==> src/rtl/snap_timer_pkg.sv <==
// Shared definitions for the snapshot timer bank.
// Assumes channel register offsets fit in the low five address bits.
package snap_timer_pkg;

    localparam int DATA_W   = 32;
    localparam int STRIDE_B = 5;   // log2 of the per-channel address stride

    typedef enum logic [2:0] {
        REG_CFG,
        REG_RELOAD,
        REG_SNAP,
        REG_WRAPS,
        REG_STAT,
        REG_CLR,
        REG_MASK,
        REG_NONE
    } chan_reg_e;

    // Map the low address bits of a channel window onto a register id.
    function automatic chan_reg_e chan_reg_of(input logic [STRIDE_B-1:0] off);
        case (off)
            5'h00:   return REG_CFG;
            5'h04:   return REG_RELOAD;
            5'h08:   return REG_SNAP;
            5'h0C:   return REG_WRAPS;
            5'h10:   return REG_STAT;
            5'h14:   return REG_CLR;
            5'h18:   return REG_MASK;
            default: return REG_NONE;
        endcase
    endfunction

endpackage

==> src/rtl/snap_timer_decode.sv <==
// Address decoder for the timer bank.
// Flags the block-level registers and produces a one-hot channel hit
// plus the register id within that channel's window.
// Assumes ADDR_W is wide enough to reach the last channel window.
module snap_timer_decode
    import snap_timer_pkg::*;
#(
    parameter int NUM_CH = 4,
    parameter int ADDR_W = 8
) (
    input  logic [ADDR_W-1:0] addr,
    output logic              hit_ctrl,
    output logic              hit_rev,
    output logic [NUM_CH-1:0] ch_hit,
    output chan_reg_e         ch_reg
);

    localparam int FIELD_W = ADDR_W - STRIDE_B;
    localparam logic [ADDR_W-1:0] REV_ADDR = ADDR_W'(16);

    logic [FIELD_W-1:0] win;

    // Split the address into window number and in-window register id.
    always_comb begin
        win      = addr[ADDR_W-1:STRIDE_B];
        ch_reg   = chan_reg_of(addr[STRIDE_B-1:0]);
        hit_ctrl = (addr == '0);
        hit_rev  = (addr == REV_ADDR);
    end

    // Window n+1 belongs to channel n.
    for (genvar i = 0; i < NUM_CH; i++) begin : g_hit
        assign ch_hit[i] = (ch_reg != REG_NONE) && (win == FIELD_W'(i + 1));
    end

endmodule

==> src/rtl/snap_timer_chan.sv <==
// One timer channel: down counter with reload, wrap tally that clears on
// read, snapshot capture on the tally read, event flag with mask and clear.
// Assumes hit/reg_id come from the shared decoder for the current address.
module snap_timer_chan
    import snap_timer_pkg::*;
#(
    parameter int CNT_W  = 32,
    parameter int WRAP_W = 32
) (
    input  logic              clk,
    input  logic              rst_n,
    input  logic              glob_en,
    input  logic              hit,
    input  chan_reg_e         reg_id,
    input  logic              wr_en,
    input  logic              rd_en,
    input  logic [DATA_W-1:0] wdata,
    output logic [DATA_W-1:0] rd_val,
    output logic              irq_req
);

    logic              loc_en;
    logic              mask_q;
    logic              stat_q;
    logic [CNT_W-1:0]  cnt_q;
    logic [CNT_W-1:0]  reload_q;
    logic [CNT_W-1:0]  snap_q;
    logic [WRAP_W-1:0] wraps_q;

    logic wr_hit, rd_hit, run, wrap_ev, reload_wr, wraps_rd, clr_wr;

    // Qualify strobes for this channel and derive the counting condition.
    always_comb begin
        wr_hit    = wr_en && hit;
        rd_hit    = rd_en && hit;
        run       = glob_en && loc_en;
        wrap_ev   = run && (cnt_q == '0);
        reload_wr = wr_hit && (reg_id == REG_RELOAD);
        wraps_rd  = rd_hit && (reg_id == REG_WRAPS);
        clr_wr    = wr_hit && (reg_id == REG_CLR) && wdata[0];
    end

    // Writable control bits: run bit, mask bit and reload value.
    always_ff @(posedge clk) begin
        if (!rst_n) begin
            loc_en   <= 1'b0;
            mask_q   <= 1'b0;
            reload_q <= '0;
        end else begin
            if (wr_hit && reg_id == REG_CFG)  loc_en <= wdata[0];
            if (wr_hit && reg_id == REG_MASK) mask_q <= wdata[0];
            if (reload_wr)                    reload_q <= wdata[CNT_W-1:0];
        end
    end

    // Counter: preload while stopped, count down while running, reload at zero.
    always_ff @(posedge clk) begin
        if (!rst_n) begin
            cnt_q <= '0;
        end else if (reload_wr && !loc_en) begin
            cnt_q <= wdata[CNT_W-1:0];
        end else if (run) begin
            cnt_q <= wrap_ev ? reload_q : cnt_q - CNT_W'(1);
        end
    end

    // Wrap tally and snapshot: a tally read clears, a wrap on the same edge counts after it.
    always_ff @(posedge clk) begin
        if (!rst_n) begin
            wraps_q <= '0;
            snap_q  <= '0;
        end else if (wraps_rd) begin
            wraps_q <= wrap_ev ? WRAP_W'(1) : '0;
            snap_q  <= cnt_q;
        end else if (wrap_ev) begin
            wraps_q <= wraps_q + WRAP_W'(1);
        end
    end

    // Event flag: set on wrap, cleared by write-one, set has priority.
    always_ff @(posedge clk) begin
        if (!rst_n)       stat_q <= 1'b0;
        else if (wrap_ev) stat_q <= 1'b1;
        else if (clr_wr)  stat_q <= 1'b0;
    end

    // Read value of the addressed register inside this channel.
    always_comb begin
        case (reg_id)
            REG_CFG:    rd_val = DATA_W'(loc_en);
            REG_RELOAD: rd_val = DATA_W'(reload_q);
            REG_SNAP:   rd_val = DATA_W'(snap_q);
            REG_WRAPS:  rd_val = DATA_W'(wraps_q);
            REG_STAT:   rd_val = DATA_W'(stat_q);
            REG_MASK:   rd_val = DATA_W'(mask_q);
            default:    rd_val = '0;
        endcase
    end

    assign irq_req = stat_q && mask_q;


    hold_when_idle_chk: assert property (@(posedge clk) disable iff (!rst_n)
        (!run && !reload_wr) |=> $stable(cnt_q));


    step_down_chk: assert property (@(posedge clk) disable iff (!rst_n)
        (run && cnt_q != '0 && !reload_wr) |=> (cnt_q == $past(cnt_q) - CNT_W'(1)));


    wrap_reload_chk: assert property (@(posedge clk) disable iff (!rst_n)
        (run && cnt_q == '0) |=> (cnt_q == $past(reload_q)) && stat_q);


    tally_clear_chk: assert property (@(posedge clk) disable iff (!rst_n)
        (wraps_rd && !wrap_ev) |=> (wraps_q == '0));


    snap_hold_chk: assert property (@(posedge clk) disable iff (!rst_n)
        !wraps_rd |=> $stable(snap_q));


    clear_flag_chk: assert property (@(posedge clk) disable iff (!rst_n)
        (clr_wr && !wrap_ev) |=> !stat_q);

endmodule

==> src/rtl/snap_timer_bank.sv <==
// Top of the timer bank: register port, block-wide run bit, revision
// constant, channel array, registered read mux and interrupt combine.
// Assumes a single master; read data returns one cycle after the strobe.
module snap_timer_bank
    import snap_timer_pkg::*;
#(
    parameter int          NUM_CH = 4,
    parameter int          ADDR_W = 8,
    parameter int          CNT_W  = 32,
    parameter logic [31:0] REV    = 32'h0000_0102
) (
    input  logic              clk,
    input  logic              rst_n,
    input  logic [ADDR_W-1:0] addr,
    input  logic              wr_en,
    input  logic [31:0]       wdata,
    input  logic              rd_en,
    output logic [31:0]       rdata,
    output logic              irq
);

    logic              glob_en;
    logic              hit_ctrl, hit_rev;
    logic [NUM_CH-1:0] ch_hit;
    logic [NUM_CH-1:0] ch_irq;
    chan_reg_e         ch_reg;
    logic [DATA_W-1:0] ch_val [NUM_CH];
    logic [DATA_W-1:0] ch_rd;

    snap_timer_decode #(
        .NUM_CH (NUM_CH),
        .ADDR_W (ADDR_W)
    ) i_decode (
        .addr     (addr),
        .hit_ctrl (hit_ctrl),
        .hit_rev  (hit_rev),
        .ch_hit   (ch_hit),
        .ch_reg   (ch_reg)
    );

    for (genvar i = 0; i < NUM_CH; i++) begin : g_ch
        snap_timer_chan #(
            .CNT_W  (CNT_W),
            .WRAP_W (DATA_W)
        ) i_chan (
            .clk     (clk),
            .rst_n   (rst_n),
            .glob_en (glob_en),
            .hit     (ch_hit[i]),
            .reg_id  (ch_reg),
            .wr_en   (wr_en),
            .rd_en   (rd_en),
            .wdata   (wdata),
            .rd_val  (ch_val[i]),
            .irq_req (ch_irq[i])
        );
    end

    // Block-wide run bit.
    always_ff @(posedge clk) begin
        if (!rst_n)                  glob_en <= 1'b0;
        else if (wr_en && hit_ctrl)  glob_en <= wdata[0];
    end

    // Gather the addressed channel's value; at most one channel is hit.
    always_comb begin
        ch_rd = '0;
        for (int i = 0; i < NUM_CH; i++) begin
            if (ch_hit[i]) ch_rd = ch_rd | ch_val[i];
        end
    end

    // Registered read data, zero when no read was requested.
    always_ff @(posedge clk) begin
        if (!rst_n || !rd_en) rdata <= '0;
        else if (hit_ctrl)    rdata <= {31'b0, glob_en};
        else if (hit_rev)     rdata <= REV;
        else                  rdata <= ch_rd;
    end

    assign irq = |ch_irq;


    idle_read_zero_chk: assert property (@(posedge clk) disable iff (!rst_n)
        !rd_en |=> (rdata == '0));


    unmapped_read_chk: assert property (@(posedge clk) disable iff (!rst_n)
        (rd_en && !hit_ctrl && !hit_rev && ch_hit == '0) |=> (rdata == '0));


    one_hit_chk: assert property (@(posedge clk) disable iff (!rst_n)
        $onehot0({hit_ctrl, hit_rev, ch_hit}));

endmodule

==> config.mk <==
export PLATFORM = sky130hd
export DESIGN_NAME = snap_timer_bank
export DESIGN_NICKNAME = d
export VERILOG_FILES = /design/src/rtl/snap_timer_pkg.sv /design/src/rtl/snap_timer_decode.sv /design/src/rtl/snap_timer_chan.sv /design/src/rtl/snap_timer_bank.sv
export SDC_FILE = /design/constraint.sdc
export NUM_CORES = 1
export LEC_CHECK = 0
export ABC_AREA = 0
export CAP_MARGIN = 20
export CORE_MARGIN = 2
export CORE_UTILIZATION = 50
export DETAILED_ROUTE_END_ITERATION = 8
export DONT_BUFFER_PORTS = 1
export PLACE_DENSITY_LB_ADDON = 0.2
export SLEW_MARGIN = 20
export SYNTH_ARGS = -nofsm -noshare
export SYNTH_HDL_FRONTEND = slang
export SYNTH_HIERARCHICAL = 1
export SYNTH_SLANG_ARGS = --single-unit
export TNS_END_PERCENT = 50
==> constraint.sdc <==
create_clock -name clk -period 7 [get_ports clk]
set_clock_uncertainty 0.15 [all_clocks]
set_input_delay 2.1 -clock clk [delete_from_list [all_inputs] [get_ports clk]]
set_output_delay 2.1 -clock clk [all_outputs]
set_load 0.005 [all_outputs]
==> flow_summary.json <==
{
  "drive_gt1_frac": 0.112,
  "synth_compound_area_frac": 0.182,
  "power_w": 0.00691,
  "firstDrtPassIters": 6,
  "startpoint_type": "primary input",
  "post_cts_resized": 0,
  "area.growth.synth_to_final_pct": 8.49,
  "leakage_nw": 11.3,
  "endpoint_kind": "flip-flop",
  "synth_area_um2": 29800,
  "core_um2": 59000,
  "yosys.area_share.simple": 0.282,
  "start_util": 0.505,
  "drc": 0,
  "final-hold-violation-count": 0,
  "io_buffers": 0,
  "layout_worst_path_cycle_share": 0.675,
  "wl_um": 114000,
  "synth_top_family_by_area": "simple AND/OR/NAND/NOR gates",
  "hold_path_class": "flip-flop to flip-flop",
  "synth.area.mux_share": 0.0691,
  "critPathMaxFanout": 58,
  "slew_viol_final": 0,
  "synth-seq-area-share": 0.374,
  "grt_use_total": 0.362,
  "synth_nets": 3918,
  "cts_buffer_depth": 3,
  "grt_pass1_wl_um": 169000,
  "tritoncts": "built",
  "avgSynthCellArea_um2": 7.71,
  "htreeDepth": 3,
  "synth_top_area_cell": "dfxtp_1",
  "ant_nets": 0,
  "num_io_pins": 77,
  "critical_path_class": "primary input to flip-flop",
  "ctsHoldBuffers": 0,
  "ys_top_cells_by_area": "dfxtp_1 (37%), nand2_1 (9.8%), a21oi_1 (6.1%), a22oi_1 (5.0%), mux2_2 (4.6%)",
  "finalSetupViolCount": 0,
  "ys_seq_elements": 557,
  "power_density_nw_per_um2": 214,
  "wl_per_cell_um": 25.3,
  "fillers": 5601,
  "route.vias.total": 29200,
  "dpl_cell_area_um2": 30100,
  "grt_setup_unrepaired": "false",
  "yosys_warnings": 6,
  "worstMarginPinSlew_ns": 1.20,
  "chipHeight_um": 248,
  "critPathRequiredTime_ns": 7.35,
  "maxCapViolCount": 0,
  "yosysMostFrequentCell": "nand2_1",
  "avgViaCountPerCell": 6.47,
  "synthFlopType": "dfxtp_1",
  "clock_sinks": 557,
  "synth_common_cells": "nand2_1 (782), dfxtp_1 (557), a21oi_1 (363), nor2_1 (350), clkbuf_1 (272)",
  "cts.clk_slew.worst_paths_ns": 0.06,
  "fin_area_um2": 32400,
  "synth_fa_ha_area_frac": 0.00336,
  "synth_edf_count": 0,
  "max_freq_ghz": 0.212,
  "nets": 3740,
  "die-area_um2": 61600,
  "ff2ff_setup_slack_ns": 2.92,
  "fp-row-count": 89,
  "synth-xor-area-share": 0.0417,
  "antenna_found_initial": 6,
  "grt_max_degree": 91,
  "status": "finished, final reports clean",
  "gp_congestion": 0.932,
  "yosysTopAreaCellShare": 0.374,
  "cts_root_buffer": "clkbuf_16",
  "dp_hpwl_um": 74700,
  "cts_buffers": 66,
  "gr-total-overflow": 0,
  "synthArstFlopShare": 0,
  "synth.distinct_cells": 71,
  "vdd_ir_drop_max_mv": 0.215,
  "syn_inst": 3866,
  "drt-initial-drc-count": 3504,
  "min_period_ns": 4.72,
  "clock_latency_ns": 0.61,
  "tns_ns": 0,
  "max_slew_margin": 0.194,
  "postCtsSetupBuffers": 0,
  "cp_data_arrival_time_ns": 5.08,
  "die_w_um": 248,
  "grt_pass1_vias": 25800
}
==> worst max-delay path, cell delays in order <==
cell      delay (ns)
or3_4           0.66
nand2b_1        0.41
or2_2           0.69
nand2_1         0.81
a21oi_1         0.32
==> final timing paths <==
check | startpoint | to | cells past startpoint
setup / recovery | addr[1] | g_ch[3].i_chan/wraps_q[26]$_SDFFE_PN0P_ | 5
hold / removal | g_ch[2].i_chan/snap_q[5]$_SDFFE_PN0P_ | g_ch[2].i_chan/snap_q[5]$_SDFFE_PN0P_ | 2
setup reg to reg | g_ch[1].i_chan/cnt_q[3]$_SDFFE_PN0P_ | g_ch[1].i_chan/wraps_q[23]$_SDFFE_PN0P_ | 5
hold reg to reg | g_ch[2].i_chan/snap_q[5]$_SDFFE_PN0P_ | g_ch[2].i_chan/snap_q[5]$_SDFFE_PN0P_ | 2
==> cell families after synthesis <==
logic type               after synthesis
AO/OA/AOI/OAI                        874
XOR/XNOR                             142
AND/OR/NAND/NOR                     1745
multiplexers                         188
flip-flops                           557
adder cells (fa/ha/maj)                8
buffers and inverters                352
==> power by group <==
| part | internal, W | leakage [nW] | switching (W) |
|---|---|---|---|
| registers | 0.00317 | 4.48 | 0.000000408 |
| clock network | 0.00215 | 1.08 | 0.00143 |
| logic | 0.0000382 | 5.69 | 0.000124 |
==> sequential cells by signal (all words and copies together), names as in the netlist <==
register,count
glob_en,1
g_ch.i_chan/reload_q,128
g_ch.i_chan/loc_en,4
g_ch.i_chan/mask_q,4
g_ch.i_chan/cnt_q,128
g_ch.i_chan/wraps_q,128
g_ch.i_chan/snap_q,128
g_ch.i_chan/stat_q,4
rdata,32
==> layer usage <==
metal	up-vias	routed length, um	GRT usage	part of all wire
met1	13800	46300	0.501	0.41
met5	-	64	0	0.00056
met3	294	16400	0.126	0.14
met4	10	5510	0.169	0.048
met2	1707	45800	0.499	0.40
li1	13400	-	-	-
==> final cells by class <==
cell class / count / area [um^2] / share of cell area
multi-input combinational: 2957 / 17300 / 0.536
inverter: 41 / 154 / 0.00476
timing repair buffer: 65 / 513 / 0.0159
tap: 773 / 967 / 0.0299
antenna: 4 / 10.0 / 0.000309
clock buffer: 97 / 1980 / 0.0613
clock inverter: 19 / 238 / 0.00735
sequential: 557 / 11200 / 0.345
==> through the flow <==
step	hold WS (ns)	setup WS, ns	std cells	util
after floorplan	0.283	2.35	3866	-
after global placement	0.292	1.82	4393	0.510
after detailed placement	0.298	1.80	4393	0.510
after CTS	0.305	2.41	4509	0.548
after global routing	0.319	2.11	4509	0.548
final	0.305	2.28	4513	0.548
==> cell usage in the layout (no fill, tap or decap), types with 63 or more instances in the layout <==
master and instances:
a22oi_1 198, o21ai_0 100, mux2i_1 64, nand3_1 107, a21oi_1 363, dfxtp_1 557, clkbuf_16 71, nand4_1 73
nor2_1 342, xor2_1 68, mux2_2 122, xnor2_1 74, nand2_1 782, nor3_1 94, buf_4 63
(Power assumes the default switching activity.)
